--- config.mk ---
export PLATFORM = sky130hd
export DESIGN_NAME = irq_status_ctrl
export DESIGN_NICKNAME = d
export VERILOG_FILES = /design/src/rtl/irq_pkg.sv /design/src/rtl/irq_edge_det.sv /design/src/rtl/irq_gp_map.sv /design/src/rtl/irq_status_core.sv /design/src/rtl/irq_status_ctrl.sv
export SDC_FILE = /design/constraint.sdc
export NUM_CORES = 1
export LEC_CHECK = 0
export ABC_AREA = 1
export BUFFER_PORTS_ARGS = -buffer_cell sky130_fd_sc_hd__clkbuf_2
export CORE_MARGIN = 2
export CORE_UTILIZATION = 57
export CTS_BUF_LIST = sky130_fd_sc_hd__clkbuf_4 sky130_fd_sc_hd__clkbuf_8
export DETAILED_ROUTE_END_ITERATION = 10
export GPL_ROUTABILITY_DRIVEN = 0
export PLACE_DENSITY_LB_ADDON = 0.12
export SYNTH_ARGS = -nofsm -noshare
export SYNTH_HDL_FRONTEND = slang
export SYNTH_HIERARCHICAL = 1
export SYNTH_SLANG_ARGS = --single-unit
--- constraint.sdc ---
create_clock -name clk -period 1.64 [get_ports clk]
set_input_delay 0 -clock clk [delete_from_list [all_inputs] [get_ports clk]]
set_output_delay 0 -clock clk [all_outputs]
set_load 0.01 [all_outputs]
--- src/rtl/irq_pkg.sv ---
package irq_pkg;
    localparam int unsigned EVT_N  = 8;
    localparam int unsigned GP_N   = 4;
    localparam int unsigned STAT_W = EVT_N + 4 * GP_N;
endpackage

--- src/rtl/irq_edge_det.sv ---
module irq_edge_det #(
    parameter int unsigned W = 4
) (
    input  logic         clk,
    input  logic         rst_n,
    input  logic [W-1:0] lvl_i,
    output logic [W-1:0] rise_o,
    output logic [W-1:0] fall_o
);
    typedef struct packed {
        logic [W-1:0] prev;
    } state_t;

    state_t st_d, st_q;

    always_comb begin
        st_d      = st_q;
        st_d.prev = lvl_i;
        rise_o    = lvl_i & ~st_q.prev;
        fall_o    = ~lvl_i & st_q.prev;
    end

    always_ff @(posedge clk or negedge rst_n) begin
        if (!rst_n) st_q <= '0;
        else        st_q <= st_d;
    end
endmodule

--- src/rtl/irq_gp_map.sv ---
module irq_gp_map #(
    parameter int unsigned CH = 4
) (
    input  logic [CH-1:0]   a_rise_i,
    input  logic [CH-1:0]   d_rise_i,
    input  logic [CH-1:0]   a_fall_i,
    input  logic [CH-1:0]   d_fall_i,
    output logic [4*CH-1:0] vec_o
);
    localparam int unsigned HALF = 2 * CH;

    for (genvar c = 0; c < CH; c++) begin : g_ch
        // rising half sits above the falling half; analog above digital
        assign vec_o[HALF + 2*c + 1] = a_rise_i[c];
        assign vec_o[HALF + 2*c]     = d_rise_i[c];
        assign vec_o[2*c + 1]        = a_fall_i[c];
        assign vec_o[2*c]            = d_fall_i[c];
    end
endmodule

--- src/rtl/irq_status_core.sv ---
module irq_status_core #(
    parameter int unsigned W = 24
) (
    input  logic         clk,
    input  logic         rst_n,
    input  logic [W-1:0] ev_i,
    input  logic         rd_start_i,
    input  logic         rd_end_i,
    input  logic         rd_abort_i,
    input  logic         soft_rst_i,
    output logic [W-1:0] status_o,
    output logic         reading_o
);
    typedef struct packed {
        logic [W-1:0] status;
        logic [W-1:0] held;
        logic         reading;
    } state_t;

    state_t st_d, st_q;

    always_comb begin
        st_d = st_q;
        if (soft_rst_i) begin
            st_d = '0;
        end else if (st_q.reading) begin
            if (rd_end_i) begin
                st_d.status  = (rd_abort_i ? st_q.status : '0) | st_q.held | ev_i;
                st_d.held    = '0;
                st_d.reading = 1'b0;
            end else begin
                st_d.held = st_q.held | ev_i;
            end
        end else if (rd_start_i) begin
            st_d.reading = 1'b1;
            st_d.held    = ev_i;
        end else begin
            st_d.status = st_q.status | ev_i;
        end
    end

    always_ff @(posedge clk or negedge rst_n) begin
        if (!rst_n) st_q <= '0;
        else        st_q <= st_d;
    end

    assign status_o  = st_q.status;
    assign reading_o = st_q.reading;
endmodule

--- src/rtl/irq_status_ctrl.sv ---
module irq_status_ctrl
    import irq_pkg::*;
#(
    parameter int unsigned N_EVT = EVT_N,
    parameter int unsigned N_GP  = GP_N
) (
    input  logic                     clk,
    input  logic                     rst_n,
    input  logic [N_EVT-1:0]         evt_i,
    input  logic [N_GP-1:0]          apio_i,
    input  logic [N_GP-1:0]          dpio_i,
    input  logic                     mask_we_i,
    input  logic [N_EVT+4*N_GP-1:0]  mask_wdata_i,
    input  logic                     rd_start_i,
    input  logic                     rd_end_i,
    input  logic                     rd_abort_i,
    input  logic                     soft_rst_i,
    input  logic                     irq_pol_i,
    output logic [N_EVT+4*N_GP-1:0]  status_o,
    output logic [N_EVT+4*N_GP-1:0]  mask_o,
    output logic                     irq_o
);
    localparam int unsigned SW = N_EVT + 4 * N_GP;
    localparam int unsigned GW = 4 * N_GP;

    typedef struct packed {
        logic [SW-1:0] mask;
    } state_t;

    state_t st_d, st_q;

    logic [N_GP-1:0] a_rise, a_fall, d_rise, d_fall;
    logic [GW-1:0]   gp_vec;
    logic [SW-1:0]   ev_vec;
    logic            reading_q;
    logic            irq_lvl;

    irq_edge_det #(.W(N_GP)) i_edge_a (
        .clk(clk), .rst_n(rst_n), .lvl_i(apio_i), .rise_o(a_rise), .fall_o(a_fall)
    );

    irq_edge_det #(.W(N_GP)) i_edge_d (
        .clk(clk), .rst_n(rst_n), .lvl_i(dpio_i), .rise_o(d_rise), .fall_o(d_fall)
    );

    irq_gp_map #(.CH(N_GP)) i_map (
        .a_rise_i(a_rise), .d_rise_i(d_rise),
        .a_fall_i(a_fall), .d_fall_i(d_fall),
        .vec_o(gp_vec)
    );

    assign ev_vec = {evt_i, gp_vec};

    irq_status_core #(.W(SW)) i_core (
        .clk(clk), .rst_n(rst_n), .ev_i(ev_vec),
        .rd_start_i(rd_start_i), .rd_end_i(rd_end_i), .rd_abort_i(rd_abort_i),
        .soft_rst_i(soft_rst_i), .status_o(status_o), .reading_o(reading_q)
    );

    always_comb begin
        st_d = st_q;
        if (soft_rst_i)     st_d.mask = '1;
        else if (mask_we_i) st_d.mask = mask_wdata_i;
    end

    always_ff @(posedge clk or negedge rst_n) begin
        if (!rst_n) st_q <= '1;
        else        st_q <= st_d;
    end

    assign mask_o  = st_q.mask;
    assign irq_lvl = !reading_q && ((status_o & ~st_q.mask) != '0);
    assign irq_o   = irq_pol_i ? irq_lvl : !irq_lvl;
endmodule

# ---- Yosys cells after proc, flatten, opt, wreduce, memory -nomap -nowiden
# Cells that the tools add are included.
dict set report word_totals {
  out_inout_bits 49
  inputBits 48
  word_cells 40
  reg_bits 81
}
dict set report op_classes {
  eq_ne 2
  n_reduce_logical 7
  muxes 11
  bitwise 14
}
# cell n
set ops {}
lappend ops {{24-bit 2-to-1 mux} 6}
lappend ops {{49-bit 2-to-1 mux} 2}
lappend ops {{24-bit bitwise OR} 4}
lappend ops {{25-bit 2-to-1 mux} 1}
lappend ops {{24-bit AND} 1}
lappend ops {{24-bit NOT} 1}
lappend ops {{24-bit nonzero test} 1}
lappend ops {{4-bit AND} 4}
lappend ops {{4-bit NOT} 4}
lappend ops {{3-bit by 1-bit != test with 1-bit output (second input constant)} 1}
lappend ops {{3-bit != test (second input constant)} 1}
lappend ops {{3-bit nonzero test} 1}
lappend ops {{1-bit logical NOT} 2}
lappend ops {{1-bit 2-to-1 mux} 2}
lappend ops {{2-bit AND reduction} 1}
lappend ops {{2-bit nonzero test} 1}
lappend ops {{1-bit logical AND} 1}

# ---- Depth between registers and ports, before layout
# Gate-level depths: netlist of run 1.
dict set report depth {
  ltp_word 6
  ltp_mapped 10
  mapped_depth_nobuf 10
}

# ---- Cells and area by module
# The synthesis of run 1 kept the hierarchy.
# mod area_per_inst_um2 n_inst seq_area_each_um2 cells_per_inst
set modules_own_cells {}
lappend modules_own_cells {irq_status_core 2825.2 1 1226.2 402}
lappend modules_own_cells {irq_status_ctrl 1286.2 1 630.6 159}
lappend modules_own_cells {irq_edge_det 160.2 2 100.1 20}
lappend modules_own_cells {irq_gp_map 120.1 1 0.0 16}

# ---- Least setup slack after synthesis of run 1
# No wires, ideal clock.
dict set report synth_path {
  path_type {flip-flop to flip-flop}
  from {reg i_core.st_q (netlist bit i_core/reading_o)}
  to {reg i_core.st_q (netlist bit i_core/status_o[0])}
  setup_slack_ns 0.449
  arrival_time_ns 1.075
  stages_incl_launch_ff 8
  required_ns 1.524
  path_cell_list {dfrtp_1 -> buf_6 -> nor2_4 -> nor2_4 -> buf_6 -> buf_6 -> nand2_1 -> nand2_1}
}
dict set report synth_between {
  elab_chain_len 2
}
# item line
set synth_lines {}
lappend synth_lines {{from (decl)} irq_status_core.sv:20} ;# state_t st_d, st_q;
lappend synth_lines {{from (signal assigned)} irq_status_core.sv:44} ;# else st_q <= st_d;
lappend synth_lines {{3-bit != test (no source line), or another cell as far along} -}
lappend synth_lines {{2-bit AND reduction (no source line) / 49-bit 2-to-1 mux (equally long branches)} -}
# Several ways; a longest one is shown, not always the timed one.
# A chain may end at the register's enable or synchronous reset.

# ---- Worst setup path in the final report of run 1
dict set report layout_path {
  from {reg st_q (netlist bit mask_o[8])}
  to {out irq_o}
}
dict set report layout_between {
  elab_chain_len 6
}
# item line
set layout_lines {}
lappend layout_lines {{from (decl)} irq_status_ctrl.sv:30} ;# state_t st_d, st_q;
lappend layout_lines {{from (signal assigned)} irq_status_ctrl.sv:68} ;# else st_q <= st_d;
lappend layout_lines {{24-bit NOT *} irq_status_ctrl.sv:72} ;# assign irq_lvl = !reading_q && ((status_o & ~st_q.mask) != '0);
lappend layout_lines {{24-bit AND *} irq_status_ctrl.sv:72}
lappend layout_lines {{24-bit nonzero test *} irq_status_ctrl.sv:72}
lappend layout_lines {{1-bit logical AND *} irq_status_ctrl.sv:72}
lappend layout_lines {{1-bit logical NOT} irq_status_ctrl.sv:73} ;# assign irq_o = irq_pol_i ? irq_lvl : !irq_lvl;
lappend layout_lines {{1-bit 2-to-1 mux *} irq_status_ctrl.sv:73}
lappend layout_lines {{to (decl)} irq_status_ctrl.sv:21} ;# output logic irq_o
# Mark *: on every way between the ends. The rest lies on a longest branch, timed or not.

==> impl_metrics.env, run 1 <==
export IMPL_run_status="complete, but fails checks"
export IMPL_failed_checks="negative setup slack"
export IMPL_insertion_delay_ns=0.36
export IMPL_stdcell_area_mm2=0.005444
export IMPL_cap_violations=0
export IMPL_hold_viol_final=0
export IMPL_synth_async_reset_ratio=1.000
export IMPL_post_route_worst_setup_slack_ns=-0.1176
export IMPL_critical_path_start_type="flop"
export IMPL_worst_path_required_ns=1.64
export IMPL_vias=4120
export IMPL_floorplan_initialDensity=0.5891
export IMPL_global_route_usage_total=0.2736
export IMPL_final_cells=821
export IMPL_synth_ff_latch_count=81
export IMPL_worst_clock_skew_ns=0.008924
export IMPL_hold_crit_depth=3
export IMPL_cts_tree="done"
export IMPL_root_buffer="sky130_fd_sc_hd__clkbuf_8"
export IMPL_r2r_cells=5
export IMPL_post_route_min_period_ns=1.758
export IMPL_cts_path_max_buffers=2
export IMPL_clkSlewWorstSetupHoldPaths_ns=0.09
export IMPL_drt_first_pass_iters=5
export IMPL_route_antenna_remaining_nets=0
export IMPL_hold_path_class="input port to flop"
export IMPL_peakVddDrop_mv=0.5481
export IMPL_post_route_drc_count=0
export IMPL_route_detailed_wl_per_inst_um=13.67
export IMPL_layout_drive_gt1_share=0.2517
export IMPL_num_antenna_cells=0
export IMPL_placement_rows=32
export IMPL_finalWirelength_um=11220
export IMPL_port_buffer_count=96
export IMPL_place_ws_ns=0.2608
export IMPL_cts_sinks=81
export IMPL_detailed_place_area_mm2=0.004760
export IMPL_place_detailed_instances=761
export IMPL_critPathMaxFanout=2
export IMPL_syn_avg_cell_area_um2=7.377
export IMPL_syn_to_final_growth_pct=19.60
export IMPL_cts_inserted_buffers=9
export IMPL_synth_seq_area_share=0.4519
export IMPL_floorplan_die_width_um=93.36
export IMPL_netlist_area_mm2=0.004552
export IMPL_hpwlAfterDp_um=7604
export IMPL_slew_limit_headroom=0.6845
export IMPL_core_area_mm2=0.007727
export IMPL_grt_max_degree=61
export IMPL_antenna_found_initial=0
export IMPL_die_area_mm2=0.008716
export IMPL_overflow=0
export IMPL_first_global_vias=3791
export IMPL_synth_edf_count=0
export IMPL_min_period_over_period=1.072
export IMPL_num_ports=97
export IMPL_tns_ns=-0.1176
export IMPL_worst_setup_path_type="flop to primary output"
export IMPL_leakagePower_nw=3.083
export IMPL_detailedRoute_firstIterationViolations=299
export IMPL_final_net_count=763
export IMPL_p_per_area_mw_per_mm2=897.7
export IMPL_vias_per_std_cell=5.018
export IMPL_syn_inst=617
export IMPL_htree_num_levels=3
export IMPL_chipHeight_um=93.36
export IMPL_slew_viol_final=0
export IMPL_fmax_mhz=569.0
export IMPL_setup_repair_after_global_routing_missed_its_margin="true"
export IMPL_fillCellCount=600
export IMPL_setup_viol=1
export IMPL_timing_critical_path_to_type="primary output"
export IMPL_worst_endpoint_data_arrival_time_ns=1.76
export IMPL_layout_cells_most_common="sky130_fd_sc_hd__nand2_1"
export IMPL_most_common_layout_cells="sky130_fd_sc_hd__nand2_1 (266), sky130_fd_sc_hd__clkbuf_2 (94), sky130_fd_sc_hd__dfrtp_1 (57)"
export IMPL_synth_yosys_warnings=6
export IMPL_slew_worst_pin_ns=0.4728
export IMPL_grt_first_pass_wirelength_um=18560
export IMPL_synth_net_count=665
export IMPL_ys_dominant_reg_cell="sky130_fd_sc_hd__dfrtp_1"
export IMPL_synth_cell_types=21
synth_stat cells, types with 12 or more instances:
library cell	n	share of area
sky130_fd_sc_hd__o21ai_0	20	0.022
sky130_fd_sc_hd__nand3_1	19	0.021
sky130_fd_sc_hd__o21ai_1	14	0.015
sky130_fd_sc_hd__nand2_1	269	0.22
sky130_fd_sc_hd__inv_1	52	0.043
sky130_fd_sc_hd__buf_4	41	0.068
sky130_fd_sc_hd__dfstp_2	24	0.14
sky130_fd_sc_hd__a21oi_1	49	0.054
sky130_fd_sc_hd__buf_6	12	0.030
sky130_fd_sc_hd__dfrtp_1	57	0.31
sky130_fd_sc_hd__nor2_1	27	0.022
metrics by stage:
step / power [W] / utilization / hold WS [ns]
after floorplan: 0.002958 / - / -0.2956
after global placement: 0.003165 / 0.6159 / 0.1389
after detailed placement: 0.003195 / 0.6159 / 0.1412
after CTS: 0.004897 / 0.7013 / 0.001382
after global routing: 0.005144 / 0.7045 / 0.05356
final: 0.004887 / 0.7045 / 0.01921
area by class of cell:
| cell class | count | area (um2) | share of cell area |
|---|---|---|---|
| repair buffers | 153 | 1031 | 0.1894 |
| clock buffers | 9 | 123.9 | 0.02275 |
| well taps | 102 | 127.6 | 0.02344 |
| flip-flops and latches | 81 | 2057 | 0.3778 |
| multi-input cells | 414 | 1802 | 0.3310 |
| inverters | 56 | 210.2 | 0.03861 |
| clock inverters | 6 | 92.59 | 0.01701 |
metal layers:
layer | global-route usage | routed length, um | vias up
li1 | - | - | 2065
met1 | 0.3925 | 5297 | 1898
met2 | 0.4281 | 5163 | 137
met3 | 0.03787 | 572 | 20
met4 | 0.09681 | 187 | 0
met5 | 0 | 0 | -
report_power, final:
part           internal [W]  leakage, nW  total (W)  switching, W
combinational      0.000387         1.98   0.000957      0.000570
clock              0.000856        0.102    0.00162      0.000759
sequential          0.00218        0.999    0.00231      0.000136
state kept, by name (all words and copies together) (netlist names):
signal            cells
i_core/st_q          24
i_core/status_o      24
mask_o               24
i_edge_a/st_q         4
i_edge_d/st_q         4
i_core/reading_o      1
final timing paths:
path                                  startpoint                  end  slack [ns]
worst max-delay path                   mask_o[8]                irq_o       -0.12
min in group asynchronous                  rst_n           mask_o[11]        0.32
worst max register to register  i_core/reading_o  i_core/status_o[20]        0.25
worst min-delay path                   mask_we_i           mask_o[18]        0.02
max in group asynchronous                  rst_n           mask_o[13]        0.94
worst min register to register        mask_o[16]           mask_o[16]        0.48
logic make-up (layout without fill, tap and decap cells):
group | after synthesis | count (layout) | synth area share
and+or+nand+nor | 320 | 320 | 0.2768
buffers and inverters | 122 | 224 | 0.1572
AOI/OAI and AO/OA | 94 | 94 | 0.1141
DFF | 81 | 81 | 0.4519
critical path, cell delays in order, from the launching register on:
cell and delay [ns]:
sky130_fd_sc_hd__dfstp_2 0.55, sky130_fd_sc_hd__inv_2 0.05, sky130_fd_sc_hd__nand2_2 0.05, sky130_fd_sc_hd__nand2_2 0.05
sky130_fd_sc_hd__nor2_2 0.12, sky130_fd_sc_hd__nand2_1 0.07, sky130_fd_sc_hd__nor2_2 0.12, sky130_fd_sc_hd__nand2_1 0.08
sky130_fd_sc_hd__nand2_1 0.06, sky130_fd_sc_hd__nand2_1 0.05, sky130_fd_sc_hd__nand2_1 0.07, sky130_fd_sc_hd__buf_2 0.13
what timing repair did:
| item | 4_1_cts | 5_1_grt |
|---|---|---|
| endpoints found under the hold margin | 129 | 0 |
| setup endpoints to repair | 1 | 1 |
| gates cloned | 0 | 0 |
| hold buffers | 43 | 0 |
| pin swaps | 1 | 7 |
| setup buffers | 1 | 1 |
| resized for setup | 2 | 12 |
(Power assumes the default switching activity.)
==> run 2: changes to the inputs <==
--- a/config.mk
+++ b/config.mk
@@ -6,13 +6,14 @@
 export NUM_CORES = 1
 export LEC_CHECK = 0
 export ABC_AREA = 1
-export BUFFER_PORTS_ARGS = -buffer_cell sky130_fd_sc_hd__clkbuf_2
 export CORE_MARGIN = 2
-export CORE_UTILIZATION = 57
+export CORE_UTILIZATION = 65
 export CTS_BUF_LIST = sky130_fd_sc_hd__clkbuf_4 sky130_fd_sc_hd__clkbuf_8
 export DETAILED_ROUTE_END_ITERATION = 10
+export DONT_BUFFER_PORTS = 1
 export GPL_ROUTABILITY_DRIVEN = 0
 export PLACE_DENSITY_LB_ADDON = 0.12
+export SETUP_SLACK_MARGIN = 0.4
 export SYNTH_ARGS = -nofsm -noshare
 export SYNTH_HDL_FRONTEND = slang
 export SYNTH_HIERARCHICAL = 1
==> constraint.sdc (replaced) <==
create_clock -name clk -period 1.64 [get_ports clk]
set_input_delay 0.492 -clock clk [delete_from_list [all_inputs] [get_ports clk]]
set_output_delay 0.492 -clock clk [all_outputs]
set_load 0.01 [all_outputs]
==> run 2 against run 1 <==
Against the previous run: the flow finishes with violations (negative hold slack, negative setup slack); first-iteration DRC count rose by 100%; clock-buffer cell count unchanged; routed wire length rose by 40%; sequential share of layout area fell by 3.4 points; critical path type unchanged; clock skew rose by 0.00095 ns; register-to-register slack worse by 0.31 ns; largest power group unchanged; core utilization up 18 points; sequential power about the same; setup slack lost 0.50 ns; cell count shrank 8.0%; clock power rose by 4%.
==> impl_metrics.env, run 2 (synthesis gave the netlist of run 1 again) <==
export IMPL_run_status="complete, but fails checks"
export IMPL_failed_checks="negative hold slack, negative setup slack"
export IMPL_hold_path_class="input port to asynchronous set/reset pin"
export IMPL_vias=4655
export IMPL_power_sequential_fraction=0.436
export IMPL_root_buffer="sky130_fd_sc_hd__clkbuf_8"
export IMPL_grt_first_pass_wirelength_um=21340
export IMPL_final_net_count=702
export IMPL_slew_viol_final=0
export IMPL_detailedRoute_firstIterationViolations=604
export IMPL_most_common_layout_cells="sky130_fd_sc_hd__nand2_1 (185), sky130_fd_sc_hd__buf_6 (58), sky130_fd_sc_hd__dfrtp_1 (56)"
export IMPL_route_antenna_remaining_nets=0
export IMPL_drt_first_pass_iters=7
export IMPL_worst_clock_skew_ns=0.009873
export IMPL_leakagePower_nw=3.381
export IMPL_vias_per_std_cell=6.166
export IMPL_chipHeight_um=87.69
export IMPL_worst_endpoint_data_arrival_time_ns=1.76
export IMPL_layout_drive_gt1_share=0.3885
export IMPL_post_route_drc_count=0
export IMPL_worst_path_required_ns=1.15
export IMPL_post_route_min_period_ns=2.253
export IMPL_cts_path_max_buffers=2
export IMPL_port_buffer_count=0
export IMPL_tns_ns=-0.8969
export IMPL_finalWirelength_um=15700
export IMPL_cts_sinks=81
export IMPL_power_w=0.005328
export IMPL_place_ws_ns=-0.09398
export IMPL_setup_repair_after_global_routing_missed_its_margin="true"
export IMPL_dr_wl_met3_um=1921
export IMPL_route_detailed_wl_per_inst_um=20.79
export IMPL_slew_worst_pin_ns=0.4478
export IMPL_overflow=0
export IMPL_antenna_found_initial=0
export IMPL_highest_signal_layer="met4"
export IMPL_floorplan_initialDensity=0.6700
export IMPL_hpwlAfterDp_um=7455
export IMPL_detailed_place_area_mm2=0.004662
export IMPL_clkSlewWorstSetupHoldPaths_ns=0.10
export IMPL_worst_setup_path_type="flop to primary output"
export IMPL_power_internal_w=0.003634
export IMPL_timing_critical_path_to_type="primary output"
export IMPL_global_route_usage_total=0.3707
export IMPL_min_period_over_period=1.374
export IMPL_cts_inserted_buffers=9
export IMPL_critPathMaxFanout=2
export IMPL_power_net_switching_w=0.001695
export IMPL_first_global_vias=4144
export IMPL_cts_tree="done"
export IMPL_fmax_mhz=443.8
export IMPL_slew_limit_headroom=0.7012
export IMPL_syn_to_final_growth_pct=31.53
export IMPL_htree_num_levels=3
export IMPL_num_ports=97
export IMPL_insertion_delay_ns=0.37
export IMPL_post_route_worst_setup_slack_ns=-0.6134
export IMPL_core_area_mm2=0.006794
export IMPL_hold_ws_ns=-0.1947
export IMPL_die_area_mm2=0.007689
export IMPL_cap_violations=0
export IMPL_part_of_the_power_in_the_clock_network=0.316
export IMPL_num_antenna_cells=0
export IMPL_peakVddDrop_mv=0.6033
export IMPL_layout_cells_most_common="sky130_fd_sc_hd__nand2_1"
export IMPL_hold_viol_final=81
export IMPL_placement_rows=30
export IMPL_wl_met2_um=7228
export IMPL_grt_max_degree=82
export IMPL_netSwitchingFraction=0.3181
export IMPL_p_per_area_mw_per_mm2=890.0
export IMPL_floorplan_die_width_um=87.69
export IMPL_critical_path_start_type="flop"
export IMPL_setup_viol=8
export IMPL_wirelength_met1_um=5623
export IMPL_stdcell_area_mm2=0.005987
export IMPL_p_comb_frac=0.248
-- run 2: changes by cell type in the layout (fill, tap and decap cells not counted), moves of 6 or more --
cell and change:
sky130_fd_sc_hd__a21oi_1 -7, sky130_fd_sc_hd__a21oi_2 +6, sky130_fd_sc_hd__buf_6 +58, sky130_fd_sc_hd__clkbuf_2 -94
sky130_fd_sc_hd__dlygate4sd3_1 -43, sky130_fd_sc_hd__nand2_1 -81, sky130_fd_sc_hd__nand2_2 +49, sky130_fd_sc_hd__nand2_4 +31
-- run 2: through the flow --
step	instances	hold slack, ns	utilization
floorplan	617	0.1964	-
detailed placement	711	0.1987	0.6862
finish	755	-0.1947	0.8812
global placement	711	0.1995	0.6862
CTS	753	-0.1992	0.8379
global route	755	-0.2083	0.8812
-- run 2: critical path, cell delays in order, from the launching register on --
cell and delay (ns):
sky130_fd_sc_hd__dfstp_2 0.58, sky130_fd_sc_hd__inv_2 0.05, sky130_fd_sc_hd__nand2_1 0.05, sky130_fd_sc_hd__nand2_1 0.06, sky130_fd_sc_hd__nor2_1 0.15, sky130_fd_sc_hd__nand2_1 0.08, sky130_fd_sc_hd__nor2_1 0.11, sky130_fd_sc_hd__nand2_1 0.10
sky130_fd_sc_hd__nand2_1 0.08, sky130_fd_sc_hd__nand2_1 0.06, sky130_fd_sc_hd__nand2_2 0.07
-- run 2: repair_timing --
action / in CTS / in global routing
endpoints found under the setup margin: 97 / 98
hold endpoints to repair: 81 / 81
cloned: 10 / 0
setup buffers: 16 / 2
pin swaps: 51 / 17
resized for setup: 140 / 81
-- run 2: final timing paths --
check | startpoint | endpoint | slack, ns | depth (start not counted)
max | mask_o[0] | irq_o | -0.61 | 10
min | rst_n | i_core/status_o[1] | -0.19 | 0
max reg2reg | i_core/reading_o | i_core/status_o[15] | -0.06 | 10
min reg2reg | mask_o[20] | mask_o[20] | 0.49 | 2
max in group asynchronous | rst_n | mask_o[8] | 1.62 | 0
min in group clk | dpio_i[0] | i_edge_d/st_q[0] | 0.15 | 0
-- run 2: area by class of cell --
type,count,area [um2]
multi-input cells,415,2220
flip-flops and latches,81,2058
repair buffers,89,1101
well taps,96,120.1
inverters,56,235.2
clock inverters,7,101.3
repair inverters,2,27.53
fillers,286,807.0
clock buffers,9,123.9
-- run 2: power groups by stage --
stage | Clock, W | Combinational, W | Sequential, W
final | 0.00168 | 0.00132 | 0.00232
after global routing | 0.00175 | 0.00139 | 0.00234
after CTS | 0.00167 | 0.00112 | 0.00229
after detailed placement | 0 | 0.000821 | 0.00231
after global placement | 0 | 0.000796 | 0.00230
after floorplan | 0 | 0.000644 | 0.00232
-- run 2: metal layers --
metal / vias to the layer above / GRT usage
li1: 1956 / -
met1: 2180 / 0.4803
met2: 413 / 0.5888
met3: 106 / 0.1027
met4: 0 / 0.1594
met5: - / 0
